`src/rtl/bsel_pkg.sv`:
```
package bsel_pkg;

  // Extended board compare: full byte, or low nibble only.
  function automatic logic ext_match(input logic [7:0] hi_addr,
                                     input logic [7:0] id,
                                     input logic       narrow);
    if (narrow) return hi_addr[3:0] == id[3:0];
    return hi_addr == id;
  endfunction

  // Pick one bit of the port register.
  function automatic logic reg_bit(input logic [7:0] val,
                                   input logic [2:0] pos);
    return val[pos];
  endfunction

endpackage

```
`src/rtl/bsel_port_latch.sv`:
```
module bsel_port_latch #(
  parameter int          DATA_W  = 8,
  parameter int          PORT_W  = 8,
  parameter logic [7:0]  PORT_ID = 8'h40
) (
  input  logic              clk,
  input  logic              rst_n,
  input  logic              io_wr,
  input  logic [PORT_W-1:0] io_port,
  input  logic [DATA_W-1:0] io_data,
  output logic [DATA_W-1:0] latch_q,
  output logic              ev_load
);
  logic wr_q;
  logic wr_rise;

  assign wr_rise = io_wr & ~wr_q;
  assign ev_load = wr_rise & (io_port == PORT_W'(PORT_ID));

  always_ff @(posedge clk or negedge rst_n) begin
    if (!rst_n) begin
      wr_q    <= 1'b0;
      latch_q <= '0;
    end else begin
      wr_q <= io_wr;
      if (ev_load) latch_q <= io_data;
    end
  end
endmodule

```
`src/rtl/bsel_board_hit.sv`:
```
module bsel_board_hit
  import bsel_pkg::*;
(
  input  logic       addr_mode,
  input  logic       narrow_cmp,
  input  logic [7:0] latch_q,
  input  logic [7:0] board_id,
  input  logic [7:0] ext_addr,
  output logic       board_hit
);
  logic hit_port;
  logic hit_addr;

  assign hit_port  = reg_bit(latch_q, board_id[2:0]);
  assign hit_addr  = ext_match(ext_addr, board_id, narrow_cmp);
  assign board_hit = addr_mode ? hit_addr : hit_port;
endmodule

```
`src/rtl/bsel_block_gate.sv`:
```
module bsel_block_gate #(
  parameter int BLK_CNT = 4,
  parameter int BLK_W   = $clog2(BLK_CNT)
) (
  input  logic               board_hit,
  input  logic               phantom_n,
  input  logic               phantom_en,
  input  logic               mem_cycle,
  input  logic [BLK_CNT-1:0] blk_off,
  input  logic [BLK_W-1:0]   blk_idx,
  output logic [BLK_CNT-1:0] blk_en,
  output logic               card_sel
);
  logic ghost;

  assign ghost = phantom_en & ~phantom_n;

  for (genvar g = 0; g < BLK_CNT; g++) begin : g_blk
    assign blk_en[g] = board_hit & ~blk_off[g] & ~ghost;
  end

  assign card_sel = mem_cycle & blk_en[blk_idx];
endmodule

```
`src/rtl/bsel_mem_decoder.sv`:
```
module bsel_mem_decoder #(
  parameter int ADDR_W  = 24,
  parameter int BLK_CNT = 4,
  parameter int CARD_W  = 16
) (
  input  logic               clk,
  input  logic               rst_n,
  input  logic [23:0]        bus_addr,
  input  logic               mem_cycle,
  input  logic               io_wr,
  input  logic [7:0]         io_port,
  input  logic [7:0]         io_data,
  input  logic               phantom_n,
  input  logic               phantom_en,
  input  logic               addr_mode,
  input  logic [7:0]         board_id,
  input  logic               narrow_cmp,
  input  logic [3:0]         blk_off,
  output logic               card_sel,
  output logic [3:0]         blk_en
);
  localparam int BLK_W = $clog2(BLK_CNT);

  logic [7:0]       latch_q;
  logic             ev_load;
  logic             board_hit;
  logic [BLK_W-1:0] blk_idx;
  logic [7:0]       ext_addr;

  assign ext_addr = bus_addr[ADDR_W-1 -: 8];
  assign blk_idx  = bus_addr[CARD_W-1 -: BLK_W];

  bsel_port_latch #(.DATA_W(8), .PORT_W(8), .PORT_ID(8'h40)) u_latch (
    .clk     (clk),
    .rst_n   (rst_n),
    .io_wr   (io_wr),
    .io_port (io_port),
    .io_data (io_data),
    .latch_q (latch_q),
    .ev_load (ev_load)
  );

  bsel_board_hit u_hit (
    .addr_mode  (addr_mode),
    .narrow_cmp (narrow_cmp),
    .latch_q    (latch_q),
    .board_id   (board_id),
    .ext_addr   (ext_addr),
    .board_hit  (board_hit)
  );

  bsel_block_gate #(.BLK_CNT(BLK_CNT)) u_gate (
    .board_hit  (board_hit),
    .phantom_n  (phantom_n),
    .phantom_en (phantom_en),
    .mem_cycle  (mem_cycle),
    .blk_off    (blk_off),
    .blk_idx    (blk_idx),
    .blk_en     (blk_en),
    .card_sel   (card_sel)
  );
endmodule

```
`config.mk`:
```
export PLATFORM = sky130hd
export DESIGN_NAME = bsel_mem_decoder
export DESIGN_NICKNAME = d
export VERILOG_FILES = /design/src/rtl/bsel_pkg.sv /design/src/rtl/bsel_port_latch.sv /design/src/rtl/bsel_board_hit.sv /design/src/rtl/bsel_block_gate.sv /design/src/rtl/bsel_mem_decoder.sv
export SDC_FILE = /design/constraint.sdc
export NUM_CORES = 1
export LEC_CHECK = 0
export CAP_MARGIN = 20
export CORE_MARGIN = 2
export CORE_UTILIZATION = 25
export CTS_BUF_LIST = sky130_fd_sc_hd__clkbuf_8
export CTS_CLUSTER_SIZE = 28
export DETAILED_ROUTE_END_ITERATION = 8
export PLACE_DENSITY_LB_ADDON = 0.3
export SYNTH_ARGS = -nofsm -noshare
export SYNTH_HDL_FRONTEND = slang
export SYNTH_SLANG_ARGS = --single-unit
export TNS_END_PERCENT = 20
```
`constraint.sdc`:
```
create_clock -name clk -period 2.3 [get_ports clk]
set_clock_uncertainty 0.05 [all_clocks]
set_input_delay 0.69 -clock clk [delete_from_list [all_inputs] [get_ports clk]]
set_output_delay 0.69 -clock clk [all_outputs]
set_load 0.03 [all_outputs]
```
======== Word-level counts from Yosys, hierarchy flattened ========
Index checks and enable logic that the tools add are counted.
word-level totals
  memories kept ........................... 0
  RAM bits ................................ 0
  bits of input ports ..................... 60
  ROM bits ................................ 0
  output and inout bits ................... 5
  register bits ........................... 9
  word-level logic and storage cells ...... 34
  latch bits .............................. 0
operators by class
  multipliers ............................. 0
  div/mod/pow operators ................... 0
  shift operators ......................... 0
  $lt $le $gt $ge ......................... 2
  bitwise gates (word level) .............. 19
  equal/unequal tests ..................... 3
  mux-type cells .......................... 8
  add/subtract/negate cells ............... 0
  reductions and logical operators ........ 0
operators by type and width
  kind                number
  $and 1x1->1         12
  $eq 8x7->1 const B  1
  $eq 8x8->1          1
  $not 1->1           7
  $mux 1              6
  $eq 4x4->1          1
  $lt 3x4->1 const B  1
  $bmux 1 s3          1
  $lt 2x3->1 const B  1
  $bmux 1 s2          1

======== Longest topological paths before layout ========
Gate-level depths: netlist (run 1).
  depth after elaboration ................. 9
  mapped depth ............................ 4
  depth with buffers taken out ............ 4

======== Cells and area by module ========
Synthesis (run 1) repeated with hierarchy kept, for this count alone.
unflattened totals
  cells, all modules ...................... 46
  area total of the unflattened synthesis .. 625.6 sq um
modules (own cells, without submodules)
  module           times used  area an instance (sq um)  sequential area each (sq um)  cells each
  bsel_port_latch  1           387.9                     225.2                         22
  bsel_board_hit   1           158.9                     0.0                           15
  bsel_block_gate  1           78.8                      0.0                           9

======== Least setup slack after synthesis (run 1) ========
Ideal clock, no wire load.
  path type ............................... input port to output port
  start ................................... in board_id[0]
  end ..................................... out blk_en[0]
  slack ................................... -0.363 ns
  path buffers ............................ 0
  cell stages on the path ................. 4
  data arrival time ....................... 1.923 ns
  required time ........................... 1.560 ns
  cells stage by stage .................... mux4_1 mux2i_1 or3_4 a21oi_1
on the way
  longest elaborated chain between the ends .. 6
  elaborated cells on any way between the ends .. 9
  those cells by class .................... 2 x eq/ne; 5 x mux; 2 x bitwise
RTL lines
  item                          RTL line                source
  start: declaration            bsel_mem_decoder.sv:16  input logic [7:0] board_id,
  $eq 4x4->1                    bsel_pkg.sv:7           if (narrow) return hi_addr[3:0] == id[3:0];
  $mux 1                        bsel_pkg.sv:7
  $mux 1                        bsel_pkg.sv:8           return hi_addr == id;
  $mux 1 (*)                    bsel_board_hit.sv:16    assign board_hit = addr_mode ? hit_addr : hit_port;
  $and 1x1->1 (*) (2 in a row)  bsel_block_gate.sv:19   assign blk_en[g] = board_hit & ~blk_off[g] & ~ghost;
  end: declaration              bsel_mem_decoder.sv:20  output logic [3:0] blk_en
Every way passes the cells marked *; elsewhere a longest branch is shown, timed or not. The select of a mux whose other input is x is not followed.

======== Worst setup path after layout (run 1) ========
  start ................................... in board_id[0]
  end ..................................... out blk_en[3]
The elaborated chain is that of the path after synthesis.

==> run_results.csv, run 1 <==
group,metric,value,unit
placed_design,io_buffers,50,
global_routing,grt_pass1_vias,653,
synth,yosys_warnings,0,
clock_network,cts-htree-levels,1,
power_and_ir_drop,combPwrFrac,27.1,%
worst_setup_path,cp.required,1.56,ns
hold_path,hp-class,"reg2reg",
run_status,status,"finished, violations left",
power_and_ir_drop,pwr-share-seq,35.1,%
placed_design,place.gp.congestion,0.647,
layout,layoutNonFillerInstCount,135,
worst_setup_path,rr_startpoint,"u_latch.wr_q",
timing,clock.fmax,0.379,GHz
clock_network,cts_made_buffers,3,
clock_network,cts.clk_slew.worst_paths,0.04,ns
synth,syn-num-nets,104,
power_and_ir_drop,p_per_area,381,mW/mm^2
power_and_ir_drop,p_sw,105,uW
global_routing,antenna_found_initial,0,
detailed_routing,viasPerCell,4.63,
worst_setup_path,critical_path.cell_chain,"buf_6 -> mux4_2 -> mux2i_1 -> or3_4 -> a21oi_2 -> buf_6",
layout,n_fill_cell,207,
clock_network,clock_path_buffers,2,
worst_setup_path,worstPathArrival,1.90,ns
worst_setup_path,start_kind,"primary input",
hold_path,hp-start,"u_latch.latch_q[1]",
placed_design,placed_cells,131,
timing,setup_viol,5,
power_and_ir_drop,vdd.ir_drop.worst,0.281,mV
timing,worstMarginPinSlew,0.394,ns
clock_network,post_cts_buffers,0,
global_routing,grt_max_degree,10,
floorplan,die_x,51.6,um
job,maxCapViolations,0,
floorplan,die_h,51.6,um
synth,yosysSeqAreaShare,39.7,%
timing,tns,-1.64,ns
timing,grt_setup_unrepaired,"yes",
synth,syn_inst,44,
worst_setup_path,reg2reg_depth,4,
clock_network,cts_tree,"done",
floorplan,die-area,0.00266,mm^2
run_status,violations,"negative setup slack",
timing,fin_crit,2.64,ns
power_and_ir_drop,power.share.switching,22.2,%
global_routing,grt.overflow.total,0,
synth,ys_seq_elements,9,
floorplan,std_cell_rows,17,
clock_network,root_buffer,"clkbuf_8",
clock_network,clock_sinks,9,
layout,ff_latch_area,225,um^2
detailed_routing,drt_iter0_drc,0,
synth,syn_avg_cell_area,12.9,um^2
worst_setup_path,critPathCaptureType,"output port",
global_routing,grt_util_all_layers,12.8,%
layout,syn_to_final_growth,119,%
floorplan,initial_core_util,26.1,%
detailed_routing,ant_nets,0,
clock_network,insertion_delay,0.23,ns
detailed_routing,first_pass_iters,1,
timing,slew_viol_final,0,
worst_setup_path,crit_type,"in2out",
worst_setup_path,crit_path_max_incr_delay,0.42,ns
timing,period_share,115,%
worst_setup_path,crit_fanout,5,
global_routing,grt_first_pass_wirelength,2530,um
detailed_routing,drcViolationCount,0,
worst_setup_path,cpMaxStageDelayCell,"or3_4",
worst_setup_path,cpMostUsedCell,"buf_6",
detailed_routing,num_vias,625,
power_and_ir_drop,leakage,0.564,nW
layout,multi_input_area,399,um^2
placed_design,post-place-ws,-0.780,ns
floorplan,coreArea,0.00217,mm^2
worst_setup_path,r2r_slack,0.91,ns
worst_setup_path,r2r_end,"u_latch.latch_q[4]",
timing,worst_slack,-0.338,ns
layout,nets,168,
synth,synth_area,567,um^2
detailed_routing,wl_per_cell,11.5,um
floorplan,io_pins,65,
hold_path,hold_path_end,"u_latch.latch_q[1]",
power_and_ir_drop,power.internal,368,uW
layout,diodes,0,
power_and_ir_drop,pwr-share-clk,37.8,%
timing,hold_viol_final,0,
timing,slew_headroom,73.6,%
detailed_routing,totalWireLength,1550,um
layout,drive_gt1_share,46.7,%
hold_path,whs_path_depth,1,
synth,ys_types,16,
placed_design,place_hpwl,1370,um
## area by class of cell
type / count / area share (%)
clock buffer: 3 / 3.33
clock inverter: 1 / 0.302
multi-input combinational: 35 / 32.2
sequential: 9 / 18.1
tap: 28 / 2.82
timing repair buffer: 59 / 43.2
## worst max-delay path by stage
| stage | cells after the start | to | start | slack [ns] |
|---|---|---|---|---|
| 2_1_floorplan | 4 | blk_en[0] | board_id[0] | -0.21 |
| 3_3_place_gp | 6 | blk_en[1] | board_id[1] | -0.76 |
| 3_5_place_dp | 6 | card_sel | board_id[0] | -0.78 |
| 4_1_cts | 6 | card_sel | bus_addr[22] | -0.35 |
| 5_1_grt | 6 | blk_en[3] | board_id[1] | -0.39 |
| 6_report | 6 | blk_en[3] | board_id[0] | -0.34 |
## registers in the layout, summed over array words and instances, names as in the netlist
signal / flops
u_latch.latch_q: 8
u_latch.wr_q: 1
## power by group through the flow
| stage | Clock [mW] | Sequential (mW) | Combinational [mW] |
|---|---|---|---|
| 6_report | 0.179 | 0.166 | 0.128 |
| 5_1_grt | 0.192 | 0.166 | 0.138 |
| 4_1_cts | 0.184 | 0.166 | 0.131 |
| 3_5_place_dp | 0 | 0.168 | 0.131 |
| 3_3_place_gp | 0 | 0.168 | 0.129 |
| 2_1_floorplan | 0 | 0.167 | 0.0300 |
## critical path, delay by kind of cell
kind                   cells  cell delay [ns]
multiplexers               2             0.37
buffers and inverters      2             0.24
AND/OR/NAND/NOR            1             0.42
AO/OA/AOI/OAI              1             0.17
## timing repair
| action | 4_1_cts | 5_1_grt |
|---|---|---|
| pin swaps | 16 | 8 |
| setup endpoints to repair | 5 | 5 |
| hold buffers | 0 | 0 |
| gates resized for setup | 66 | 2 |
## cells in the final DEF, fill, tap and decap left out
| cell type | count |
|---|---|
| a21oi_2 | 5 |
| buf_2 | 5 |
| buf_4 | 7 |
| buf_6 | 10 |
| clkbuf_2 | 2 |
| clkbuf_8 | 3 |
| clkdlybuf4s15_1 | 2 |
| clkdlybuf4s50_1 | 22 |
| dfrtp_1 | 9 |
| dlygate4sd2_1 | 11 |
| inv_1 | 1 |
| mux2_2 | 8 |
| mux2i_1 | 1 |
| mux4_2 | 3 |
| nand2b_4 | 1 |
| nand4b_1 | 1 |
| nor2_2 | 1 |
| nor2b_4 | 1 |
| nor3_2 | 1 |
| nor4_1 | 1 |
| nor4_2 | 1 |
| nor4b_1 | 1 |
| o2111ai_4 | 1 |
| or3_4 | 1 |
| xor2_1 | 8 |
## stage by stage
step                      cell area [um^2]  hold slack, ns  utilization [%]  total power [mW]
after floorplan                        592           0.344                -             0.197
final                                 1240           0.456             57.2             0.473
after global placement                1180           0.432             54.5             0.296
after CTS                             1250           0.456             57.7             0.482
after detailed placement              1180           0.443             54.5             0.299
after global routing                  1240           0.476             57.2             0.496
## cells by family (layout without fill, tap and decap cells)
| logic type | after synthesis | in the layout | share of synthesized area, % |
|---|---|---|---|
| compound gates | 6 | 6 | 5.96 |
| xor+xnor | 8 | 8 | 12.4 |
| buf+inv | 0 | 63 | 0 |
| flops | 9 | 9 | 39.7 |
| mux | 12 | 12 | 30.9 |
| simple gates | 9 | 9 | 11.0 |
## Yosys cell counts
master | instances | share of area (%)
dfrtp_1 | 9 | 40
mux2i_1 | 1 | 1.8
nand2b_1 | 1 | 1.1
nor2_1 | 1 | 0.66
nor4_1 | 2 | 2.2
mux4_1 | 2 | 9.3
nor4b_1 | 1 | 1.5
nand4b_1 | 1 | 1.5
or3_4 | 1 | 2.0
nor2b_1 | 1 | 1.1
mux2_2 | 8 | 16
mux4_2 | 1 | 4.0
nor3_1 | 1 | 0.88
o2111ai_1 | 1 | 1.5
a21oi_1 | 5 | 4.4
xor2_1 | 8 | 12
## metal layers
metal	share of wire [%]	wire [um]	global-route usage, %	vias to the layer above
met5	0	0	0	-
met1	35	550	13.2	283
met2	48	746	22.6	45
met3	15	236	3.74	2
li1	-	-	-	295
met4	1.2	19	7.89	0
Note: power is estimated with default switching activity, not from simulation.
==> inputs of run 2 (changes only) <==
--- a/config.mk
+++ b/config.mk
@@ -6,12 +6,14 @@
 export NUM_CORES = 1
 export LEC_CHECK = 0
 export CAP_MARGIN = 20
-export CORE_MARGIN = 2
+export CORE_MARGIN = 5
 export CORE_UTILIZATION = 25
 export CTS_BUF_LIST = sky130_fd_sc_hd__clkbuf_8
 export CTS_CLUSTER_SIZE = 28
 export DETAILED_ROUTE_END_ITERATION = 8
 export PLACE_DENSITY_LB_ADDON = 0.3
+export SETUP_SLACK_MARGIN = 0.02
+export SLEW_MARGIN = 5
 export SYNTH_ARGS = -nofsm -noshare
 export SYNTH_HDL_FRONTEND = slang
 export SYNTH_SLANG_ARGS = --single-unit
==> run_results.csv, run 2 (same netlist as run 1, synthesis figures left out) <==
group,metric,value,unit
timing,setup_viol,5,
clock_network,cts_tree,"done",
power_and_ir_drop,combPwrFrac,27.5,%
timing,tns,-1.88,ns
worst_setup_path,critPathCaptureType,"output port",
floorplan,die_h,57.6,um
placed_design,placed_cells,132,
placed_design,dpl_cell_area,0.00120,mm^2
floorplan,initial_core_util,25.9,%
worst_setup_path,cp.required,1.56,ns
layout,design_area,0.00128,mm^2
detailed_routing,drt_iter0_drc,2,
global_routing,grt_pass1_vias,709,
detailed_routing,ant_nets,0,
timing,grt_setup_unrepaired,"yes",
power_and_ir_drop,p_per_area,365,mW/mm^2
worst_setup_path,crit_fanout,5,
placed_design,io_buffers,50,
worst_setup_path,crit_type,"in2out",
power_and_ir_drop,leakage,0.584,nW
detailed_routing,wl_per_cell,13.2,um
timing,period_share,118,%
detailed_routing,first_pass_iters,2,
timing,slew_headroom,73.1,%
power_and_ir_drop,pwr-share-seq,35.5,%
global_routing,globalRouteMet2Util,19.8,%
global_routing,busiest_layer,"met2",
power_and_ir_drop,p_total,467,uW
detailed_routing,viasPerCell,4.48,
run_status,status,"finished, violations left",
global_routing,grt_max_degree,10,
clock_network,clock_sinks,9,
timing,clock.fmax,0.367,GHz
timing,fin_crit,2.72,ns
power_and_ir_drop,pwr-share-clk,37.0,%
timing,slew_viol_final,0,
clock_network,cts-htree-levels,1,
clock_network,cts.clk_slew.worst_paths,0.04,ns
layout,n_fill_cell,204,
layout,largest_register_ffs,8,
layout,final_cell_mix,"clkdlybuf4s50_1, dlygate4sd2_1, buf_4",
layout,layoutNonFillerInstCount,139,
placed_design,place_hpwl,1540,um
clock_network,insertion_delay,0.23,ns
global_routing,grt_util_all_layers,11.6,%
worst_setup_path,start_kind,"primary input",
floorplan,io_pins,65,
floorplan,std_cell_rows,17,
detailed_routing,drcViolationCount,0,
global_routing,grt_first_pass_wirelength,2960,um
detailed_routing,num_vias,623,
global_routing,met3_usage,6.46,%
timing,worstMarginPinSlew,0.403,ns
layout,largest-register,"u_latch.latch_q",
clock_network,root_buffer,"clkbuf_8",
layout,layout_commonest_cell,"clkdlybuf4s50_1",
layout,top_regs,"u_latch.latch_q: 8 flops, u_latch.wr_q: 1 flops",
power_and_ir_drop,power.internal,369,uW
global_routing,use_met1,11.6,%
detailed_routing,totalWireLength,1830,um
global_routing,grt.overflow.total,0,
global_routing,antenna_found_initial,0,
layout,diodes,0,
timing,worst_slack,-0.423,ns
job,maxCapViolations,0,
layout,final_core_util,58.4,%
power_and_ir_drop,power.share.switching,21.2,%
power_and_ir_drop,p_sw,98.9,uW
layout,nets,172,
timing,hold_viol_final,0,
floorplan,coreArea,0.00219,mm^2
power_and_ir_drop,vdd.ir_drop.worst,0.357,mV
run_status,violations,"negative setup slack",
placed_design,post-place-ws,-1.25,ns
clock_network,cts_made_buffers,3,
placed_design,place.gp.congestion,0.778,
clock_network,clock_path_buffers,2,
clock_network,cts_hold_buf,0,
floorplan,die_x,57.6,um
worst_setup_path,worstPathArrival,1.98,ns
hold_path,hp-class,"reg2reg",
timing,whs,0.456,ns
layout,drive_gt1_share,43.2,%
layout,syn_to_final_growth,126,%
floorplan,die-area,0.00332,mm^2
[run 2: cell types whose count changed in the layout (fill, tap and decap cells not counted)]
| cell | change |
|---|---|
| clkbuf_2 | -2 |
| clkdlybuf4s15_1 | +2 |
| a21oi_2 | -1 |
| nor2_2 | -1 |
| buf_8 | +1 |
| dlygate4sd2_1 | +3 |
| buf_6 | -3 |
| buf_2 | -2 |
| nor2_1 | +1 |
| a21oi_4 | +1 |
| o2111ai_4 | -1 |
| buf_4 | +5 |
| o2111ai_2 | +1 |
[run 2: layout make-up]
class	instances	area [um^2]	share of cell area (%)
clock inverter	1	3.75	0.293
sequential	9	225	17.6
clock buffer	3	41.3	3.23
timing repair buffer	63	582	45.5
tap	28	35.0	2.74
multi-input combinational	35	393	30.7
[run 2: worst paths after layout]
path	from	endpoint	slack, ns	cells after the start
hold / removal	u_latch.latch_q[5]	u_latch.latch_q[5]	0.46	1
setup reg to reg	u_latch.wr_q	u_latch.latch_q[3]	0.91	4
min in group asynchronous	rst_n	u_latch.latch_q[5]	0.71	1
setup / recovery	board_id[0]	blk_en[0]	-0.42	7
max in group asynchronous	rst_n	u_latch.latch_q[0]	1.21	1
hold reg to reg	u_latch.latch_q[5]	u_latch.latch_q[5]	0.46	1
[run 2: timing repair]
action                     CTS  global route
pin swaps                   13             3
gates resized for setup     81             1
buffers inserted             2             1
gates cloned                 0             0
setup endpoints to repair    5             5
[run 2: power groups by stage]
| stage | combinational (mW) | clock (mW) | sequential [mW] |
|---|---|---|---|
| CTS | 0.129 | 0.179 | 0.166 |
| global route | 0.138 | 0.194 | 0.166 |
| floorplan | 0.0300 | 0 | 0.167 |
| finish | 0.129 | 0.173 | 0.166 |
| detailed placement | 0.131 | 0 | 0.168 |
| global placement | 0.128 | 0 | 0.168 |
[run 2: critical path, stage by stage]
cell and delay [ns]:
buf_8 0.10, mux4_2 0.31, mux2i_1 0.06, or3_4 0.42
buf_6 0.14, a21oi_4 0.11, buf_6 0.14
[run 2: metal layers]
metal	part of all wire, %	vias up
li1	-	305
met1	38	277
met2	47	41
met3	15	0
met4	0	0
met5	0	-
==> inputs of run 3 (changes only) <==
--- a/config.mk
+++ b/config.mk
@@ -17,4 +17,4 @@
 export SYNTH_ARGS = -nofsm -noshare
 export SYNTH_HDL_FRONTEND = slang
 export SYNTH_SLANG_ARGS = --single-unit
-export TNS_END_PERCENT = 20
+export TNS_END_PERCENT = 30
==> results of run 3 <==
Final layout, timing and power as in run 2 (identical DEF).
